$ cat config.mk
export PLATFORM = sky130hd
export DESIGN_NAME = txdefer_ctl
export DESIGN_NICKNAME = d
export VERILOG_FILES = /design/src/rtl/txdefer_ctl.sv
export SDC_FILE = /design/constraint.sdc
export NUM_CORES = 1
export LEC_CHECK = 0
export ABC_AREA = 0
export BUFFER_PORTS_ARGS = -buffer_cell sky130_fd_sc_hd__buf_2
export CAP_MARGIN = 20
export CORE_MARGIN = 3
export CORE_UTILIZATION = 50
export CTS_CLUSTER_DIAMETER = 80
export DETAILED_ROUTE_END_ITERATION = 12
export MAX_ROUTING_LAYER = met4
export PLACE_DENSITY = 0.69
export SKIP_CTS_REPAIR_TIMING = 1
export SLEW_MARGIN = 40
export SYNTH_ARGS = -nofsm -noshare
export SYNTH_HDL_FRONTEND = slang
export SYNTH_SLANG_ARGS = --single-unit
export TNS_END_PERCENT = 30
$ cat constraint.sdc
create_clock -name clk -period 3.3 [get_ports clk]
set_input_delay 0.33 -clock clk [delete_from_list [all_inputs] [get_ports clk]]
set_output_delay 0.33 -clock clk [all_outputs]
set_load 0.02 [all_outputs]
$ cat src/rtl/txdefer_ctl.sv
module txdefer_ctl #(
  parameter int CW         = 8,
  parameter int PRE_BITS   = 64,
  parameter int JAM_BITS   = 32,
  parameter int BLIND_BITS = 40
) (
  input  logic          clk,
  input  logic          rst_n,
  input  logic          bit_tick,
  input  logic          crs,
  input  logic          tx_pend,
  input  logic          tx_busy,
  input  logic          col,
  input  logic [CW-1:0] gap_len,
  input  logic [CW-1:0] part1_len,
  input  logic          two_part_off,
  output logic          tx_go,
  output logic          jam_on,
  output logic          backoff_req
);

  localparam int PW = $clog2(PRE_BITS + 1);
  localparam int JW = $clog2(JAM_BITS);
  localparam logic [CW-1:0] BLIND_C = CW'(BLIND_BITS);
  localparam logic [PW-1:0] PRE_C   = PW'(PRE_BITS);
  localparam logic [PW-1:0] PRE_M1  = PW'(PRE_BITS - 1);
  localparam logic [JW-1:0] JAM_M1  = JW'(JAM_BITS - 1);

  typedef enum logic [2:0] {S_WAIT, S_GAP, S_READY, S_TX, S_JAM} st_t;

  st_t           st;
  logic [CW-1:0] cnt, gap_q, p1_q;
  logic          post_tx, need_busy, col_q;
  logic [PW-1:0] pcnt;
  logic [JW-1:0] jcnt;

  logic [CW-1:0] p1_in;
  logic          blind, gap_done, part1_hit, pre_end;

  assign p1_in     = (two_part_off || part1_len >= gap_len) ? gap_len : part1_len;
  assign blind     = post_tx && (cnt < BLIND_C);
  assign gap_done  = (st == S_GAP) && (cnt >= gap_q);
  assign part1_hit = crs && !blind && (cnt < p1_q);
  assign pre_end   = (pcnt == PRE_C) || (bit_tick && pcnt == PRE_M1);

  assign tx_go       = tx_pend && (gap_done || (st == S_READY && !crs));
  assign jam_on      = (st == S_JAM);
  assign backoff_req = (st == S_JAM) && bit_tick && (jcnt == JAM_M1);

  always_ff @(posedge clk or negedge rst_n) begin
    if (!rst_n) begin
      st        <= S_WAIT;
      cnt       <= '0;
      gap_q     <= '0;
      p1_q      <= '0;
      post_tx   <= 1'b0;
      need_busy <= 1'b0;
      col_q     <= 1'b0;
      pcnt      <= '0;
      jcnt      <= '0;
    end else begin
      case (st)
        S_WAIT: begin
          if (!need_busy && !tx_busy && !crs) begin
            st    <= S_GAP;
            cnt   <= '0;
            gap_q <= gap_len;
            p1_q  <= p1_in;
          end
        end
        S_GAP: begin
          if (tx_go) begin
            st        <= S_TX;
            need_busy <= 1'b1;
            col_q     <= 1'b0;
            pcnt      <= '0;
            post_tx   <= 1'b0;
          end else if (gap_done) begin
            st      <= S_READY;
            post_tx <= 1'b0;
          end else if (part1_hit) begin
            cnt     <= '0;
            post_tx <= 1'b0;
          end else if (bit_tick) begin
            cnt <= cnt + 1'b1;
          end
        end
        S_READY: begin
          if (tx_go) begin
            st        <= S_TX;
            need_busy <= 1'b1;
            col_q     <= 1'b0;
            pcnt      <= '0;
          end else if (crs) begin
            st <= S_WAIT;
          end
        end
        S_TX: begin
          if (tx_busy) need_busy <= 1'b0;
          if (col) col_q <= 1'b1;
          if (bit_tick && pcnt != PRE_C) pcnt <= pcnt + 1'b1;
          if ((col || col_q) && pre_end) begin
            st   <= S_JAM;
            jcnt <= '0;
          end else if (!need_busy && !tx_busy) begin
            st      <= S_WAIT;
            post_tx <= 1'b1;
          end
        end
        S_JAM: begin
          if (tx_busy) need_busy <= 1'b0;
          if (bit_tick) begin
            jcnt <= jcnt + 1'b1;
            if (jcnt == JAM_M1) begin
              st      <= S_WAIT;
              post_tx <= 1'b1;
              col_q   <= 1'b0;
            end
          end
        end
        default: st <= S_WAIT;
      endcase
    end
  end

  AST_NO_OVERFLOW: assert property (@(posedge clk) disable iff (!rst_n)
    st == S_GAP |-> cnt <= gap_q);

  AST_PART2_HOLD: assert property (@(posedge clk) disable iff (!rst_n)
    (st == S_GAP && cnt >= p1_q && cnt < gap_q) |=> (st == S_GAP && cnt >= $past(cnt)));

  AST_BLIND_HOLD: assert property (@(posedge clk) disable iff (!rst_n)
    (st == S_GAP && post_tx && cnt < BLIND_C && cnt < gap_q) |=> (st == S_GAP && cnt >= $past(cnt)));

  AST_SETTINGS_HELD: assert property (@(posedge clk) disable iff (!rst_n)
    st == S_GAP |=> (st != S_GAP || ($stable(gap_q) && $stable(p1_q))));

  AST_GO_PULSE: assert property (@(posedge clk) disable iff (!rst_n)
    tx_go |=> !tx_go);

  AST_TX_WAITS_BUSY: assert property (@(posedge clk) disable iff (!rst_n)
    (st == S_TX && need_busy) |=> (st == S_TX || st == S_JAM));

  AST_JAM_ENDS: assert property (@(posedge clk) disable iff (!rst_n)
    backoff_req |=> !jam_on);

endmodule

==> results.json, run 1 <==
{
  "tightest_slew_ps": 740,
  "ys_ff_latch": 42,
  "place_hpwl_um": 4770,
  "root_buffer": "clkbuf_8",
  "wl_per_cell_um": 14.8,
  "place_congestion": 0.986,
  "antenna_cells": 0,
  "ys.flop_type": "dfrtp_1",
  "grtUsageTotal_pct": 21.5,
  "hold_viol_final": 0,
  "nets": 405,
  "vias": 2445,
  "clkPwrFrac_pct": 21.6,
  "yosysUniqueCellTypes": 52,
  "clk_pin_slew_ps": 80,
  "final_antenna_net_count": 0,
  "wl_met3_um": 258,
  "slew-limit-headroom_pct": 50.7,
  "wl_met2_um": 2870,
  "slew_viol_final": 0,
  "vias_per_cell": 5.78,
  "tns_ps": 0,
  "cts_tree": "built",
  "grt_pass1_wl_um": 10700,
  "drive_gt1_share_pct": 10.8,
  "pwr_density_cell_nw_per_um2": 620,
  "htree_levels": 2,
  "multi_input_area_sq_um": 1630,
  "grt_max_degree": 43,
  "dr.pass1.iters": 5,
  "start_util_pct": 53.6,
  "core_region_area_sq_um": 5300,
  "crit_required_ps": 2970,
  "dp_slack_ps": 691,
  "setup_viol": 0,
  "p_comb_share_pct": 39.2,
  "die_w_um": 81.4,
  "drt-met1-wl_um": 3030,
  "fp.dieH_um": 81.4,
  "total_leakage_power_nw": 1.56,
  "synth_edf_count": 0,
  "ys_warn_count": 0,
  "synthCells": 329,
  "postSynthAreaPerCell_sq_um": 8.64,
  "cts_inserted_buffers": 5,
  "clockBufferDepth": 2,
  "ys_seq_area_share_pct": 37.0,
  "run_status": "finished clean",
  "routed_wl_um": 6250,
  "critical_path_class": "flop to primary output",
  "cap_violations": 0,
  "cp_max_fo": 7,
  "peakVddDrop_uv": 381,
  "grt_setup_unrepaired": "false",
  "area_delta_synth_final_pct": 10.3,
  "worstRegToRegCells": 9,
  "async_reset_ff_share_pct": 100,
  "synth_area_sq_um": 2840,
  "fmax_ghz": 0.342,
  "port_buffers": 26,
  "antenna_found_initial": 0,
  "drt_iter0_markers": 220,
  "seqCellArea_sq_um": 1050,
  "p_sw_share_pct": 37.8,
  "clk_latency_ps": 300,
  "num_io_pins": 27,
  "fillers": 476,
  "min_period_over_period_pct": 88.7,
  "fin_worst_skew_ps": 12.8,
  "power.switching_mw": 0.733,
  "routed.top_layer": "met4",
  "dieArea_sq_um": 6620,
  "min_period_ps": 2930,
  "fin_ws_ps": 373,
  "clock-sinks": 42,
  "end_kind": "primary output",
  "timing.hold.ws_ps": 4.82,
  "synth_fp_nets": 381,
  "cp.arrival_ps": 2600,
  "core.rowCount": 26,
  "power_frac_seq_pct": 39.2,
  "drcViolationCount": 0,
  "startpoint_type": "flop",
  "hp-class": "input pin to asynchronous set/reset pin",
  "grt_pass1_vias": 2296,
  "grt_overflow_total": 0,
  "p_int_mw": 1.21
}
## kinds of logic (layout without fill, tap and decap cells)
| group | after synthesis | count (layout) | synth area share [%] |
|---|---|---|---|
| simple gates | 113 | 113 | 20.5 |
| compound gates | 97 | 97 | 22.0 |
| flops | 42 | 42 | 37.0 |
| buf+inv | 41 | 65 | 5.64 |
| fa+ha+maj | 28 | 28 | 12.3 |
| xor+xnor | 5 | 5 | 1.54 |
| mux | 3 | 3 | 1.06 |
## worst paths after layout
check / slack (ps) / from / to
max: 370 / cnt[0] / tx_go
min: 5 / rst_n / jcnt[4]
max reg2reg: 680 / cnt[0] / st[0]
min reg2reg: 490 / gap_q[0] / gap_q[0]
max in group asynchronous: 2910 / rst_n / pcnt[4]
min in group clk: 240 / tx_busy / need_busy
## power by group through the flow
stage	clock, mW	combinational, mW	sequential [mW]
final	0.419	0.761	0.762
after global routing	0.456	0.873	0.780
after CTS	0.432	0.763	0.760
after detailed placement	0	0.758	0.770
after global placement	0	0.739	0.766
after floorplan	0	0.615	0.726
## critical path: stages (launching register included)
cell and delay (ps):
dfrtp_1 420, inv_1 60, ha_1 280, nand2b_1 170
a2111oi_4 480, o31ai_1 210, o21ai_1 300, inv_1 180
buf_2 200
## registers in the layout, summed over array words and instances, names as in the netlist
name	flops
col_q	1
gap_q	8
st	3
p1_q	8
need_busy	1
post_tx	1
pcnt	7
cnt	8
jcnt	5
## layout make-up
cell class	instances	share of cell area [%]
Tap cell	70	2.79
Clock buffer	6	2.63
Inverter	32	3.83
Timing Repair Buffer	26	4.23
Sequential cell	42	33.5
Clock inverter	1	0.958
Multi-Input combinational cell	246	52.0
## cells in the mapped netlist (2+ instances only)
| cell | instances | share of area (%) |
|---|---|---|
| dfrtp_1 | 42 | 37 |
| or3_1 | 2 | 0.44 |
| nor4_1 | 3 | 0.66 |
| nor2_1 | 20 | 2.6 |
| inv_1 | 32 | 4.2 |
| nand2b_1 | 4 | 0.88 |
| nand2_1 | 38 | 5.0 |
| nand4_1 | 8 | 1.8 |
| a22oi_1 | 8 | 2.1 |
| nor3b_1 | 2 | 0.53 |
| and2_1 | 5 | 1.1 |
| nand3_1 | 12 | 2.1 |
| a211oi_1 | 3 | 0.79 |
| nor3_1 | 4 | 0.70 |
| mux2i_1 | 3 | 1.1 |
| a31oi_1 | 10 | 2.2 |
| o21a_1 | 4 | 1.1 |
| a21oi_1 | 13 | 2.3 |
| a21o_1 | 6 | 1.6 |
| buf_2 | 2 | 0.35 |
| a221oi_1 | 2 | 0.62 |
| o21ai_1 | 3 | 0.53 |
| o21ai_0 | 34 | 6.0 |
| xnor2_1 | 2 | 0.62 |
| and3_1 | 6 | 1.3 |
| ha_1 | 28 | 12 |
| xor2_1 | 3 | 0.92 |
| o211ai_1 | 2 | 0.53 |
| clkbuf_1 | 5 | 0.66 |
## metal layers
metal / global-route usage (%) / up-vias
li1: - / 1231
met1: 29.6 / 1147
met2: 32.3 / 56
met3: 3.33 / 11
met4: 7.09 / 0
met5: - / -
## metrics by stage
stage               cell area [sq um]  power [mW]  instances  utilization [%]
floorplan                        2840        1.34        329                -
global placement                 3020        1.51        416             56.9
detailed placement               3020        1.53        416             57.0
CTS                              3130        1.96        423             59.1
global route                     3130        2.11        423             59.1
finish                           3130        1.94        423             59.1
## placed cells by master (no fill, tap or decap), types with 10 or more instances in the layout
cell type and instances:
nand2_1 38, inv_1 32, buf_2 25, o21ai_0 34
nand3_1 12, a31oi_1 10, dfrtp_1 42, ha_1 28
a21oi_1 13, nor2_1 20
(Power assumes the default switching activity.)
==> run 2: changes to the inputs <==
--- a/config.mk
+++ b/config.mk
@@ -14,6 +14,7 @@
 export DETAILED_ROUTE_END_ITERATION = 12
 export MAX_ROUTING_LAYER = met4
 export PLACE_DENSITY = 0.69
+export RECOVER_POWER = 100
 export SKIP_CTS_REPAIR_TIMING = 1
 export SLEW_MARGIN = 40
 export SYNTH_ARGS = -nofsm -noshare
==> constraint.sdc (replaced) <==
create_clock -name clk -period 3.8 [get_ports clk]
set_input_delay 0.38 -clock clk [delete_from_list [all_inputs] [get_ports clk]]
set_output_delay 0.38 -clock clk [all_outputs]
set_load 0.02 [all_outputs]
==> run 2 against run 1 <==
The run now ends with capacitance limit, slew limit left. Wire length fell by 0.40%. Count of clock-buffer cells in the layout did not move. Worst hold slack improved by 300 ps. Global-route usage fell by 0.30 points. Clock power fell by 32%. Flip-flop and latch count did not move. Combinational power fell by 15%. Critical endpoint unchanged. Largest cell class unchanged.
==> results.json, run 2 (synthesis gave the netlist of run 1 again) <==
{
  "run_status": "complete, but fails checks",
  "failed_checks": "capacitance limit, slew limit",
  "nets": 405,
  "cp_max_fo": 7,
  "routed.top_layer": "met4",
  "wl_met2_um": 2790,
  "tns_ps": 0,
  "grt_pass1_wl_um": 10600,
  "end_kind": "primary output",
  "final_antenna_net_count": 0,
  "num_io_pins": 27,
  "grt_overflow_total": 0,
  "wl_met3_um": 252,
  "root_buffer": "clkbuf_8",
  "fin_cells": 422,
  "htree_levels": 2,
  "cts_inserted_buffers": 5,
  "grtUsageTotal_pct": 21.2,
  "crit_required_ps": 3420,
  "core_region_area_sq_um": 5300,
  "vias": 2481,
  "slew_viol_final": 43,
  "grt_max_degree": 43,
  "setup_viol": 0,
  "fillers": 517,
  "fmax_ghz": 0.331,
  "clk_latency_ps": 290,
  "area_delta_synth_final_pct": 8.54,
  "core.rowCount": 26,
  "critical_path_class": "flop to primary output",
  "clock-sinks": 42,
  "antenna_cells": 0,
  "start_util_pct": 53.6,
  "startpoint_type": "flop",
  "slew-limit-headroom_pct": -51.5,
  "drive_gt1_share_pct": 8.81,
  "min_period_over_period_pct": 79.4,
  "total_leakage_power_nw": 1.52,
  "drt-met1-wl_um": 3110,
  "peakVddDrop_uv": 269,
  "final_common_cell": "dfrtp_1",
  "hold_viol_final": 0,
  "fin_worst_skew_ps": 5.67,
  "antenna_found_initial": 0,
  "place_congestion": 0.929,
  "timing.hold.ws_ps": 306,
  "routed_wl_um": 6230,
  "drcViolationCount": 0,
  "grt_setup_unrepaired": "false",
  "grt_pass1_vias": 2302,
  "port_buffers": 26,
  "wl_per_cell_um": 14.8,
  "dr.pass1.iters": 4,
  "dieArea_sq_um": 6620,
  "die_w_um": 81.4,
  "clockBufferDepth": 2,
  "tightest_slew_ps": 2270,
  "clk_pin_slew_ps": 80,
  "dpl_cell_area_sq_um": 3020,
  "fp.dieH_um": 81.4,
  "cts_tree": "built",
  "finalPower_mw": 1.59,
  "dp.cells": 416,
  "design_area_sq_um": 3080,
  "final_cell_mix": "dfrtp_1, nand2_1, o21ai_0, inv_1, ha_1",
  "reg.largest.list": "cnt (8), gap_q (8), p1_q (8)",
  "cp.arrival_ps": 2640,
  "place_hpwl_um": 4730,
  "min_period_ps": 3020,
  "drt_iter0_markers": 178,
  "vias_per_cell": 5.88,
  "hp-class": "input pin to flop",
  "pwr_density_cell_nw_per_um2": 515,
  "cap_violations": 1,
  "reg2reg_slack_ps": 1210
}
run 2: path summary, 6_finish.rpt:
check / endpoint / cells past startpoint / from
min in group asynchronous: col_q / 1 / rst_n
worst max register to register: st[0] / 9 / cnt[0]
max in group asynchronous: gap_q[3] / 1 / rst_n
worst max-delay path: tx_go / 8 / cnt[0]
worst min-delay path: need_busy / 2 / tx_busy
worst min register to register: gap_q[0] / 2 / gap_q[0]
run 2: layout make-up:
class                           instances  area (sq um)  share of cell area (%)
Tap cell                               70          87.6                    2.84
Clock buffer                            6          82.6                    2.68
Inverter                               32           120                    3.89
Sequential cell                        42          1050                    34.1
Multi-Input combinational cell        246          1620                    52.5
Timing Repair Buffer                   26           124                    4.02
run 2: where the power goes:
group          internal, mW  switching [mW]  leakage, nW
clock network         0.140           0.146       0.0431
logic                 0.262           0.382        0.939
registers             0.575          0.0843        0.538
run 2: worst max-delay path, stage by stage, from the launching register on:
cell and delay [ps]:
dfrtp_1 420, inv_1 60, ha_1 270, nand2b_1 170, a2111oi_4 410, o31ai_1 180, o21ai_0 380, inv_1 230
clkbuf_1 220
run 2: stage by stage:
stage | setup WS, ps | utilization (%)
after global routing | 556 | 58.2
final | 781 | 58.2
after global placement | 1230 | 56.9
after CTS | 836 | 58.5
after detailed placement | 1160 | 57.0
after floorplan | 1480 | -
run 2: per-layer routing:
| metal | global-route usage, % | vias up |
|---|---|---|
| met5 | - | - |
| met4 | 6.76 | 0 |
| met3 | 3.66 | 9 |
| met2 | 31.8 | 51 |
| met1 | 29.1 | 1191 |
| li1 | - | 1230 |
==> run 3: changes to the inputs <==
--- a/config.mk
+++ b/config.mk
@@ -5,7 +5,7 @@
 export SDC_FILE = /design/constraint.sdc
 export NUM_CORES = 1
 export LEC_CHECK = 0
-export ABC_AREA = 0
+export ABC_AREA = 1
 export BUFFER_PORTS_ARGS = -buffer_cell sky130_fd_sc_hd__buf_2
 export CAP_MARGIN = 20
 export CORE_MARGIN = 3
==> constraint.sdc (replaced) <==
create_clock -name clk -period 3.1 [get_ports clk]
set_input_delay 0.31 -clock clk [delete_from_list [all_inputs] [get_ports clk]]
set_output_delay 0.31 -clock clk [all_outputs]
set_load 0.02 [all_outputs]
==> run 3 against run 2 <==
The run still ends with capacitance limit, slew limit left. Sequential share of layout area shrank 1.1 points. Flip-flop and latch count is the same. First-iteration DRC count shrank 30%. Total power grew 24%. Worst hold slack lost 65 ps. Largest cell class unchanged.
==> results.json, run 3 <==
{
  "core.rowCount": 27,
  "synthTopCellsByArea": "dfrtp_1, nand2_1, ha_1",
  "hp-class": "input pin to flop",
  "dr.pass1.iters": 4,
  "startpoint_type": "flop",
  "num_io_pins": 27,
  "fmax_ghz": 0.410,
  "grtUsageTotal_pct": 19.8,
  "routed_wl_um": 6110,
  "cts_inserted_buffers": 5,
  "synth_top_area_share_pct": 35.5,
  "clockBufferDepth": 2,
  "path_cells": "nor2_1, nand2_1, nor2_2, clkbuf_1, inv_2, nand2_2, nand3_4, nand2_1, nand2_1",
  "cts_tree": "built",
  "reg.largest.list": "cnt (8), gap_q (8), p1_q (8)",
  "drcViolationCount": 0,
  "ys_ff_latch": 42,
  "async_reset_ff_share_pct": 100,
  "antenna_found_initial": 0,
  "nets": 476,
  "tightest_slew_ps": 2250,
  "cap_violations": 1,
  "drive_gt1_share_pct": 10.6,
  "min_period_over_period_pct": 78.6,
  "place_hpwl_um": 4750,
  "seqCellArea_sq_um": 1050,
  "yosysUniqueCellTypes": 32,
  "ys_warn_count": 0,
  "tns_ps": 0,
  "final_common_cell": "nand2_1",
  "ys_seq_area_share_pct": 35.5,
  "cp.arrival_ps": 2620,
  "peakVddDrop_uv": 319,
  "grt_pass1_vias": 2540,
  "pwr_density_cell_nw_per_um2": 617,
  "cpMostUsedCell": "nand2_1",
  "antenna_cells": 0,
  "area_delta_synth_final_pct": 7.87,
  "yosysMostFrequentCell": "nand2_1",
  "synth_edf_count": 0,
  "fp.dieH_um": 82.9,
  "final_core_util_pct": 56.9,
  "dieArea_sq_um": 6870,
  "synthCells": 395,
  "setup_viol": 0,
  "start_util_pct": 52.7,
  "drt_iter0_markers": 125,
  "postSynthAreaPerCell_sq_um": 7.49,
  "end_kind": "flop",
  "die_w_um": 82.9,
  "place_congestion": 0.861,
  "fin_cells": 497,
  "hold_viol_final": 0,
  "total_leakage_power_nw": 1.70,
  "cp_slowest_cell": "clkbuf_1",
  "core_region_area_sq_um": 5610,
  "clk_latency_ps": 300,
  "final_cell_mix": "nand2_1, inv_1, dfrtp_1, o21ai_0, nor2_1",
  "slew-limit-headroom_pct": -49.8,
  "dp.cells": 489,
  "grt_setup_unrepaired": "false",
  "grt_pass1_wl_um": 11100,
  "multi_input_area_sq_um": 1600,
  "slowest_delay_ps": 660,
  "synth_common_cells": "nand2_1, inv_1, dfrtp_1",
  "fin_worst_skew_ps": 9.30,
  "clock-sinks": 42,
  "cp_max_fo": 24,
  "wl_per_cell_um": 12.3,
  "critical_path_class": "flop to flop",
  "grt_overflow_total": 0,
  "synth_area_sq_um": 2960,
  "yosysTopAreaCell": "dfrtp_1",
  "vias_per_cell": 5.17,
  "synth_fp_nets": 447,
  "grt_max_degree": 43,
  "clk_pin_slew_ps": 80,
  "ys.flop_type": "dfrtp_1",
  "slew_viol_final": 43,
  "run_status": "complete, but fails checks",
  "final_antenna_net_count": 0,
  "fillers": 563,
  "htree_levels": 2,
  "failed_checks": "capacitance limit, slew limit",
  "root_buffer": "clkbuf_8",
  "min_period_ps": 2440,
  "port_buffers": 26,
  "crit_required_ps": 3280,
  "vias": 2570
}
-- run 3: cell count changes after synthesis, moves of 6 or more --
cell     previous run  this run
a22oi_1             8         0
a31oi_1            10         1
and3_1              6         0
inv_1              32        56
nand2_1            38       107
nand2_2             0         6
nand3_1            12        20
nor2_1             20        30
o21ai_0            34        27
o21ai_2             0         7
-- run 3: report_power, final --
group	switching (mW)	internal, mW	leakage (nW)
registers	0.0725	0.684	0.555
logic	0.567	0.276	1.09
clock network	0.189	0.180	0.0482
total	0.829	1.14	1.70
-- run 3: per-stage QoR --
step | worst slack (ps) | power, mW | hold slack [ps] | instance area, sq um
after floorplan | 1310 | 1.43 | 14.4 | 2960
after global placement | 999 | 1.62 | 462 | 3160
after detailed placement | 913 | 1.64 | 336 | 3160
after CTS | 812 | 2.01 | 11.4 | 3250
after global routing | 367 | 2.17 | 260 | 3190
final | 662 | 1.97 | 241 | 3190
-- run 3: cells by family (layout without fill, tap and decap cells) --
| group | count (synthesis) | count (layout) | synth area share (%) |
|---|---|---|---|
| AOI/OAI and AO/OA | 61 | 61 | 12.7 |
| xor gates and xnor gates | 7 | 7 | 2.07 |
| adders and majority gates | 28 | 28 | 11.8 |
| buffers and inverters | 65 | 95 | 8.59 |
| DFF | 42 | 42 | 35.5 |
| and+or+nand+nor | 192 | 192 | 29.3 |
-- run 3: layout make-up --
type	count	area share [%]
clock inverter	1	0.157
timing repair buffer	27	4.00
multi-input combinational	288	50.3
sequential	42	33.0
inverter	60	7.06
clock buffer	7	2.71
tap	72	2.82
-- run 3: path summary, 6_finish.rpt --
check,cells past startpoint,end,slack (ps),startpoint
setup / recovery,9,cnt[5],660,need_busy
max in group asynchronous,1,cnt[5],1140,rst_n
hold / removal,3,gap_q[5],240,gap_len[5]
setup reg to reg,9,cnt[5],660,need_busy
min in group asynchronous,1,pcnt[2],670,rst_n
hold reg to reg,2,p1_q[5],490,p1_q[5]
-- run 3: critical path, delay by kind of cell, from the launching register on --
kind	cells	cell delay [ps]
and+or+nand+nor	7	1000
DFF	1	390
buffers and inverters	2	910
-- run 3: routing by layer --
metal / vias up / global-route usage (%) / share of wire, %
met1: 1170 / 25.1 / 49
met5: - / - / 0
li1: 1348 / - / -
met2: 44 / 32.4 / 47
met3: 8 / 3.87 / 3.3
met4: 0 / 5.35 / 1.2
